File: src/rtl/tss_pkg.sv
package tss_pkg;
  // per-slot control field: bit 2 message, bit 1 control stream, bit 0 drive
  typedef struct packed {
    logic msg;
    logic ctl;
    logic en;
  } slot_ctl_t;
endpackage

File: src/rtl/tss_ram.sv
module tss_ram #(
  parameter int AW = 8,
  parameter int DW = 8
) (
  input  logic          clk,
  input  logic          we,
  input  logic [AW-1:0] waddr,
  input  logic [DW-1:0] wdata,
  input  logic [AW-1:0] raddr,
  output logic [DW-1:0] rdata
);
  localparam int DEPTH = 1 << AW;
  logic [DW-1:0] mem [DEPTH];

  always_ff @(posedge clk) begin
    if (we) mem[waddr] <= wdata;
    rdata <= mem[raddr];
  end
endmodule

File: src/rtl/tss_timer.sv
module tss_timer #(
  parameter int AW   = 8,
  parameter int SB   = 3,
  parameter int LEAD = 11
) (
  input  logic          clk,
  input  logic          rst,
  input  logic          frame_sync,
  output logic [AW-1:0] pos,
  output logic [AW-1:0] rd_addr,
  output logic          load
);
  logic [AW-1:0] ahead;

  always_ff @(posedge clk) begin
    if (rst || frame_sync) pos <= '0;
    else                   pos <= pos + 1'b1;
  end

  // fetch one stream per bit cycle, LEAD cycles ahead of transmission
  assign ahead   = pos + AW'(LEAD);
  assign rd_addr = {ahead[SB-1:0], ahead[AW-1:SB]};
  assign load    = &pos[SB-1:0];
endmodule

File: src/rtl/tss_lane.sv
module tss_lane #(
  parameter int DW = 8
) (
  input  logic          clk,
  input  logic          rst,
  input  logic          wr,
  input  logic          load,
  input  logic [DW-1:0] byte_in,
  input  logic          en_in,
  input  logic          drive_en,
  output logic          sdo,
  output logic          oe
);
  logic [DW-1:0] stage_b, shreg;
  logic          stage_e, slot_en;

  always_ff @(posedge clk) begin
    if (rst) begin
      stage_b <= '0;
      stage_e <= 1'b0;
      shreg   <= '0;
      slot_en <= 1'b0;
    end else begin
      if (wr) begin
        stage_b <= byte_in;
        stage_e <= en_in;
      end
      if (load) begin
        shreg   <= stage_b;
        slot_en <= stage_e;
      end else begin
        shreg   <= {shreg[DW-2:0], 1'b0};
      end
    end
  end

  assign sdo = shreg[DW-1];
  assign oe  = slot_en & drive_en;
endmodule

File: src/rtl/tdm_slot_switch.sv
module tdm_slot_switch #(
  parameter int SB = 3,
  parameter int CB = 5
) (
  input  logic               clk,
  input  logic               rst,
  input  logic               frame_sync,
  input  logic               drive_en,
  input  logic               force_msg,
  input  logic               dm_we,
  input  logic [SB+CB-1:0]   dm_waddr,
  input  logic [SB+CB-1:0]   dm_wdata,
  input  logic               cm_lo_we,
  input  logic               cm_hi_we,
  input  logic [SB+CB-1:0]   cm_waddr,
  input  logic [SB+CB-1:0]   cm_lo_wdata,
  input  logic [2:0]         cm_hi_wdata,
  output logic [(1<<SB)-1:0] ser_out,
  output logic [(1<<SB)-1:0] ser_oe,
  output logic               ctl_out
);
  import tss_pkg::*;
  localparam int AW   = SB + CB;
  localparam int NS   = 1 << SB;
  localparam int LEAD = NS + 3;

  logic [AW-1:0] pos, rd_addr, lo_rd, dm_rd, lo_d2;
  logic [2:0]    hi_raw;
  slot_ctl_t     hi_rd;
  logic          load;
  logic [SB-1:0] s_d1, s_d2;
  logic          v_d1, v_d2, msg_d2, en_d2, ctl_d1;
  logic [AW-1:0] st_byte;
  logic          st_en;

  tss_timer #(.AW(AW), .SB(SB), .LEAD(LEAD)) u_tmr (
    .clk(clk), .rst(rst), .frame_sync(frame_sync),
    .pos(pos), .rd_addr(rd_addr), .load(load)
  );

  tss_ram #(.AW(AW), .DW(AW)) u_cm_lo (
    .clk(clk), .we(cm_lo_we), .waddr(cm_waddr), .wdata(cm_lo_wdata),
    .raddr(rd_addr), .rdata(lo_rd)
  );

  tss_ram #(.AW(AW), .DW(3)) u_cm_hi (
    .clk(clk), .we(cm_hi_we), .waddr(cm_waddr), .wdata(cm_hi_wdata),
    .raddr(rd_addr), .rdata(hi_raw)
  );
  assign hi_rd = slot_ctl_t'(hi_raw);

  // second stage: the low byte read addresses the data memory
  tss_ram #(.AW(AW), .DW(AW)) u_dm (
    .clk(clk), .we(dm_we), .waddr(dm_waddr), .wdata(dm_wdata),
    .raddr(lo_rd), .rdata(dm_rd)
  );

  always_ff @(posedge clk) begin
    s_d1   <= rd_addr[AW-1:CB];
    s_d2   <= s_d1;
    lo_d2  <= lo_rd;
    msg_d2 <= hi_rd.msg;
    en_d2  <= hi_rd.en;
    if (rst) begin
      v_d1    <= 1'b0;
      v_d2    <= 1'b0;
      ctl_d1  <= 1'b0;
      ctl_out <= 1'b0;
    end else begin
      v_d1    <= 1'b1;
      v_d2    <= v_d1;
      ctl_d1  <= hi_rd.ctl;
      ctl_out <= ctl_d1;
    end
  end

  assign st_byte = (force_msg || msg_d2) ? lo_d2 : dm_rd;
  assign st_en   = force_msg || en_d2;

  for (genvar i = 0; i < NS; i++) begin : g_lane
    tss_lane #(.DW(AW)) u_lane (
      .clk(clk), .rst(rst),
      .wr(v_d2 && (s_d2 == SB'(i))),
      .load(load), .byte_in(st_byte), .en_in(st_en),
      .drive_en(drive_en), .sdo(ser_out[i]), .oe(ser_oe[i])
    );
  end
endmodule

File: config.mk
export PLATFORM = sky130hd
export DESIGN_NAME = tdm_slot_switch
export DESIGN_NICKNAME = d
export VERILOG_FILES = /design/src/rtl/tss_pkg.sv /design/src/rtl/tss_ram.sv /design/src/rtl/tss_timer.sv /design/src/rtl/tss_lane.sv /design/src/rtl/tdm_slot_switch.sv
export SDC_FILE = /design/constraint.sdc
export NUM_CORES = 2
export LEC_CHECK = 0
export BUFFER_PORTS_ARGS = -buffer_cell sky130_fd_sc_hd__buf_2
export CAP_MARGIN = 20
export CORE_MARGIN = 2
export CORE_UTILIZATION = 45
export DETAILED_ROUTE_END_ITERATION = 10
export PLACE_DENSITY = 0.61
export RECOVER_POWER = 50
export SKIP_CTS_REPAIR_TIMING = 1
export SLEW_MARGIN = 0
export SYNTH_ARGS = -nofsm -noshare
export SYNTH_HDL_FRONTEND = slang
export SYNTH_MEMORY_MAX_BITS = 65536
export SYNTH_SLANG_ARGS = --single-unit
File: constraint.sdc
create_clock -name clk -period 6.37 [get_ports clk]
set_input_delay 1.274 -clock clk [delete_from_list [all_inputs] [get_ports clk]]
set_output_delay 1.274 -clock clk [all_outputs]
set_load 0.005 [all_outputs]
# Word level (Yosys, flattened, before mapping)
# Memories as Yosys holds them, arrays and structs flattened. A register that Yosys moved wholly into a read port is not among the register bits.
# Cells that the tools add are included.
classes:
  add_sub_neg: 2
  n_eq_ne: 7
  n_mux: 16
  bitwise_logic: 9
  reduce_logical: 14
op_table:
  columns: ["cell", "n"]
  rows:
  - ["two-way mux 8 bit", 9]
  - ["equality test 3 bit (second input constant)", 4]
  - ["adder 8 x 1 -> 8 bit (second input constant)", 1]
  - ["adder 8 x 4 -> 8 bit (second input constant)", 1]
  - ["AND 1 bit", 8]
  - ["logical AND 1 bit", 8]
  - ["two-way mux 1 bit", 7]
  - ["equality test 3 x 2 -> 1 bit (second input constant)", 2]
  - ["equality test 3 x 1 -> 1 bit (second input constant)", 1]
  - ["logical NOT 3 bit", 1]
  - ["logical OR 1 bit", 3]
  - ["AND reduction 3 bit", 1]
  - ["OR reduction 2 bit", 1]
  - ["NOT 1 bit", 1]
totals:
  register_bits: 172
  ramBits: 4864
  input_bits: 43
  mem_count: 3
mem_list:
  columns: ["memory", "depth", "width", "read_ports", "rd_clocked_by_memory_dff", "write_ports", "line", "rtl"]
  rows:
  - ["u_cm_lo.mem", 256, 8, 1, 1, 1, "tss_ram.sv:13", "logic [DW-1:0] mem [DEPTH];"]
  - ["u_dm.mem", 256, 8, 1, 1, 1, "tss_ram.sv:13", null]
  - ["u_cm_hi.mem", 256, 3, 1, 1, 1, "tss_ram.sv:13", null]

# Depth between registers and ports, before layout
logic_depth:
  word_depth: 3
  mapped_depth: 14
  mapped_depth_nobuf: 10

# By module
# A second synthesis with hierarchy kept.
unflattened:
  hier_cells: 9750
  hier_area_um2: 196349.6
by_module_without_submodules:
  columns: ["mod", "n_inst", "cells_each", "area_each_um2", "seq_area_each_um2"]
  rows:
  - ["tss_ram (u_cm_lo ...)", 2, 3733, 79556.3, 61659.1]
  - ["tss_ram (u_cm_hi)", 1, 1713, 31038.5, 23122.2]
  - ["tss_lane", 8, 59, 646.9, 360.3]
  - ["tdm_slot_switch", 1, 47, 589.3, 400.4]
  - ["tss_timer", 1, 52, 434.2, 160.2]

# Least setup slack after synthesis
# OpenSTA, ideal clock, no wires.
synth_timing:
  path_kind: "input -> register"
  startpoint: "in dm_waddr[1]"
  endpoint: "mem u_dm.mem[102][0] (enable)"
  setup_ps: 370
  arrival_time_ps: 2510
  required_ps: 6000
  setup_slack_ps: 3490
  path_stages: 5
  n_path_buf: 2
  cell_sequence: "clkbuf_1 nor2b_1 nand2_1 clkbuf_1 nor2_1"
synth_lines:
  columns: ["element", "line", "rtl"]
  rows:
  - ["from (decl)", "tdm_slot_switch.sv:11", "input logic [SB+CB-1:0] dm_waddr,"]
  - ["to (decl)", "tss_ram.sv:13", null]
# Straight into the memory's write port.

# Final worst setup path
layout_timing:
  startpoint: "in cm_waddr[3]"
  endpoint: "mem u_cm_lo.mem[175][0] (enable)"
layout_lines:
  columns: ["element", "line", "rtl"]
  rows:
  - ["from (decl)", "tdm_slot_switch.sv:15", "input logic [SB+CB-1:0] cm_waddr,"]
  - ["to (decl)", "tss_ram.sv:13", null]
# Straight into the memory's write port.

==> results.md <==
- Timing would allow up to around 180 MHz.
- The worst slew margin relative to its limit is -276%.
- The fraction of the core area covered by cells at the end of the flow is 50.6%.
- The H-tree was split into 6 levels.
- The synthesized netlist occupies a cell area of around 200000 um^2.
- Setup violations remaining at the end of the flow were counted as 0.
- Buffers placed on the I/O ports in this run total between 50 and 60.
- The capturing element type of the critical path is a flop.
- The count of fill cells added during filler insertion is about 35000.
- The final worst-path cycle share is 86.6%.
- The post-layout instance count excluding filler cells is roughly 18000.
- Across the whole layout, storage elements account for 150000 um^2.
- The placed instances occupy a cell area of slightly above 200000 um^2.
- The die is around 660 um tall.
- The number of clock buffers inserted by TritonCTS is approximately 530.
- Summing the sequential cell areas from Yosys gives between 70% and 80% of the chip area.
- At the pin with the least slew margin, the transition time is 5.64 ns.
- The max-capacitance violation count is 32.
- In the global route stage, overall resource usage came out at 22.4%.
- The most critical setup path has its startpoint at cm_waddr[3].
- After Yosys synthesis, XOR and XNOR cells account for less than 1% of the synthesized area.
- Of all cell types, the one taking the most synthesized area is sky130_fd_sc_hd__edfxtp_1.
- The clock root buffer is sky130_fd_sc_hd__clkbuf_16.
- The final reports fail on capacitance limit, slew limit.
- The number of placed instances, taps included, is around 17000.
- Pin placement for this block handled 60 I/O pins.
- The number of nets with antenna violations after detailed routing is 0.
- No sink is reached through more buffers than the 4 on the longest clock path.
- The number of design rule violations left after detail routing is 0.
- The pre-antenna-repair detailed-routing pass consisted of 7 iterations.
- The compound-cell area share of the yosys netlist is between 1 and 1.5%.
- The clock transition at the registers of the reported paths is approximately 0.060 ns.
- The mean area per synthesized cell is about 17 um^2.
- The adder-cell share of the synthesized area is less than 1%.
- The required time at the endpoint of the critical path is between 6 and 7 ns.
- The worst register-to-register path has a depth of 6.
- Summed over all cells, the static leakage comes to between 0.06 and 0.07 uW.
- The run finished, with violations left.
- The clock network latency to the later pin of the worst-skew pair is approximately 1.1 ns.
- The netlist uses 39 different library cells.
- Summed over all layers, the routed wires come to between 500000 and 600000 um.
- The total non-filler cell area in the finished layout is 220000 um^2.
- The maximum VDD drop is approximately 0.26 mV.
- The area added between synthesis and finish is 12.0%.
- TritonCTS built the clock tree.
- The number of global-route vias before repair came to about 100k.
- The total via count in the routed design is between 100k and 150k.
- The flip-flop and latch count after synthesis is 5055.
- The top-area cell type share of the netlist area is about three quarters.
- STA classifies the critical path startpoint as an input port.
- Dividing the detail-routed via count by the number of cells gives 5.93.
- For this run, the post-layout net count is approximately 12000.
- The width of the chip is approximately 660 um.
- Of all nets on the critical path, the largest fanout is 17.
- The wire-length estimate of the detail-placed layout is 294000 um.
- After floorplanning, the core was sized to cover roughly 430000 um^2.
- The multi-input combinational cell area is between 40000 and 50000 um^2.
- The power density over the cells is around 320 nW/um^2.
- Setup repair after global routing left no endpoint under its margin.
- The synthesized design contains between 4000 and 5000 enable-type register cells.
- The initial antenna violation count is 23.
- The signal arrival time at the worst endpoint is about 6.1 ns.
- In the post-synthesis netlist, the biggest area contributors are sky130_fd_sc_hd__edfxtp_1 (74%), sky130_fd_sc_hd__mux4_2 (10%), sky130_fd_sc_hd__nand2_1 (3.9%).
- The total nets after synthesis is around 12000.
- By area, the combinational part of the netlist is dominated by multiplexers.
- In the final routed layout, each cell accounts on average for between 20 and 30 um.
- The fraction of final layout cells with drive strength greater than 1 is between 10% and 20%.
- The setup TNS is 0 ns.
- In the synthesized netlist the async set-or-reset flop fraction comes to 0%.
- After floorplanning, the core was divided into 242 placement rows.
- For flop-to-flop paths, the worst setup slack is 1.34 ns.
- The min-delay analysis places its worst path in the category reg2reg.
- The mux contribution to synthesized area is 10.6%.
- The dominant synthesized flop cell is sky130_fd_sc_hd__edfxtp_1.
- After global routing the overflow that remains totals 0.
- Routability-driven placement finished with a final weighted congestion of roughly 0.86.
- Yosys printed 0 warnings.
- The first-pass GRT wire length is between 700000 and 800000 um.
- The starting density of the core is between 40% and 50%.
- For this design, the sink count on the clock tree is 5055.
- The critical path is of the in2reg type.
- Across the routed clock network, the largest skew measured is between 0.09 and 0.1 ns.
- The launch point of the worst reg-to-reg path is u_cm_lo.rdata[2]$_DFF_P_.
- The endpoint with the worst hold slack is ctl_out$_SDFF_PP0_.
- The area of the die is approximately 440000 um^2.
- The count of pins over their slew limit is about 2900.
- In this run the critical register-to-register path is captured at u_dm.rdata[1]$_DFF_P_.
- The simple logic cell fraction of the synthesized area is 9.84%.
- The routed design could run at a clock period as short as about 5.5 ns.
- Synthesis produced around 12000 cells.
- The count of cells along the worst hold path is 1.
- The first routing iteration left ~12000 violations.
- The hold violation count in the final report came to 0.
- The origin of the worst min-delay path is ctl_d1$_SDFF_PP0_.
- The largest net degree at the start of global routing is around 200.
[layer usage]
| metal | GRT usage, % | vias to the layer above | share of wire, % |
|---|---|---|---|
| li1 | - | 45400 | - |
| met5 | 0 | - | 0.032 |
| met1 | 31.4 | 55400 | 40 |
| met4 | 7.13 | 26 | 3.4 |
| met3 | 3.31 | 804 | 7.7 |
| met2 | 36.4 | 4778 | 49 |
[worst max-delay path by stage]
| stage | to | slack [ns] |
|---|---|---|
| final | u_cm_lo.mem[175][0]$_DFFE_PP_ | 0.85 |
| after global routing | u_dm.mem[47][5]$_DFFE_PP_ | 0.67 |
| after CTS | u_cm_hi.rdata[2]$_DFF_P_ | 1.45 |
| after detailed placement | u_cm_hi.rdata[2]$_DFF_P_ | 1.49 |
| after global placement | u_cm_lo.rdata[6]$_DFF_P_ | 1.13 |
| after floorplan | u_dm.mem[102][0]$_DFFE_PP_ | 3.49 |
[power by group]
part / internal (uW) / switching (uW) / total, uW
sequential: 36600 / 214 / 36800
clock: 17000 / 12900 / 29900
combinational: 1640 / 2470 / 4110
[synthesized netlist by cell type, types with 3 or more instances]
master / n
sky130_fd_sc_hd__edfxtp_1: 4864
sky130_fd_sc_hd__nand2_1: 2018
sky130_fd_sc_hd__nand3_1: 1474
sky130_fd_sc_hd__nor2_1: 937
sky130_fd_sc_hd__mux4_2: 892
sky130_fd_sc_hd__clkbuf_1: 468
sky130_fd_sc_hd__buf_2: 222
sky130_fd_sc_hd__dfxtp_1: 191
sky130_fd_sc_hd__a22oi_1: 104
sky130_fd_sc_hd__a41oi_1: 88
sky130_fd_sc_hd__a211oi_1: 72
sky130_fd_sc_hd__mux2i_1: 72
sky130_fd_sc_hd__buf_1: 68
sky130_fd_sc_hd__nor4_1: 55
sky130_fd_sc_hd__a31oi_1: 44
sky130_fd_sc_hd__a32oi_1: 44
sky130_fd_sc_hd__and2_1: 24
sky130_fd_sc_hd__buf_4: 23
sky130_fd_sc_hd__nor2b_1: 21
sky130_fd_sc_hd__and3_1: 6
sky130_fd_sc_hd__inv_1: 6
sky130_fd_sc_hd__xnor2_1: 6
sky130_fd_sc_hd__nand2b_1: 5
sky130_fd_sc_hd__xor2_1: 5
sky130_fd_sc_hd__nor3_2: 4
sky130_fd_sc_hd__ha_1: 3
sky130_fd_sc_hd__nor3b_1: 3
sky130_fd_sc_hd__o21ai_0: 3
sky130_fd_sc_hd__or2_2: 3
sky130_fd_sc_hd__or3_1: 3
[stage by stage]
stage          power, uW  hold slack (ns)  setup WS [ns]
5_1_grt            72700            0.463          0.668
2_1_floorplan      39600            0.310           3.49
3_5_place_dp       41700            0.432           1.49
4_1_cts            71300            0.447           1.45
6_report           70800            0.441          0.854
3_3_place_gp       41600            0.425           1.13
[cells in the final DEF, fill, tap and decap left out, drive strengths merged, types with 88 or more instances in the layout]
master  count
edfxtp   4864
a41oi      88
nand2    2018
dfxtp     191
nor2      937
nand3    1474
mux4      892
a22oi     104
buf       239
clkinv    196
clkbuf    725
[state kept, by name (all words and copies together), names as in the netlist, 8 cells and up]
signal                 cells
lo_d2                      8
u_tmr.pos                  8
u_dm.mem                2048
g_lane.u_lane.stage_e      8
g_lane.u_lane.shreg       64
u_dm.rdata                 8
u_cm_hi.mem              768
u_cm_lo.rdata              8
u_cm_lo.mem             2048
g_lane.u_lane.slot_en      8
g_lane.u_lane.stage_b     64
[worst max-delay path, stage by stage]
cell and delay (ns):
sky130_fd_sc_hd__clkbuf_1 0.23, sky130_fd_sc_hd__nand4_1 0.18, sky130_fd_sc_hd__clkbuf_1 1.82, sky130_fd_sc_hd__clkbuf_1 1.82, sky130_fd_sc_hd__nor2_1 0.71
[final cells by class]
class | instances | area share (%)
timing repair buffer | 276 | 1.17
inverter | 6 | 0.0102
clock buffer | 690 | 6.40
clock inverter | 257 | 1.22
antenna | 11 | 0.0125
tap | 5734 | 3.26
sequential | 5055 | 68.2
multi-input combinational | 5899 | 19.7
[kinds of logic (layout without fill, tap and decap cells)]
family                     count (synthesis)  in the layout
buffers and inverters                    787           1229
adders and majority gates                  3              3
DFF                                     5055           5055
AOI/OAI and AO/OA                        361            361
muxes                                    964            964
xor gates and xnor gates                  12             12
and+or+nand+nor                         4559           4559
other                                      0             11
Power figures use the tool's default switching activity.
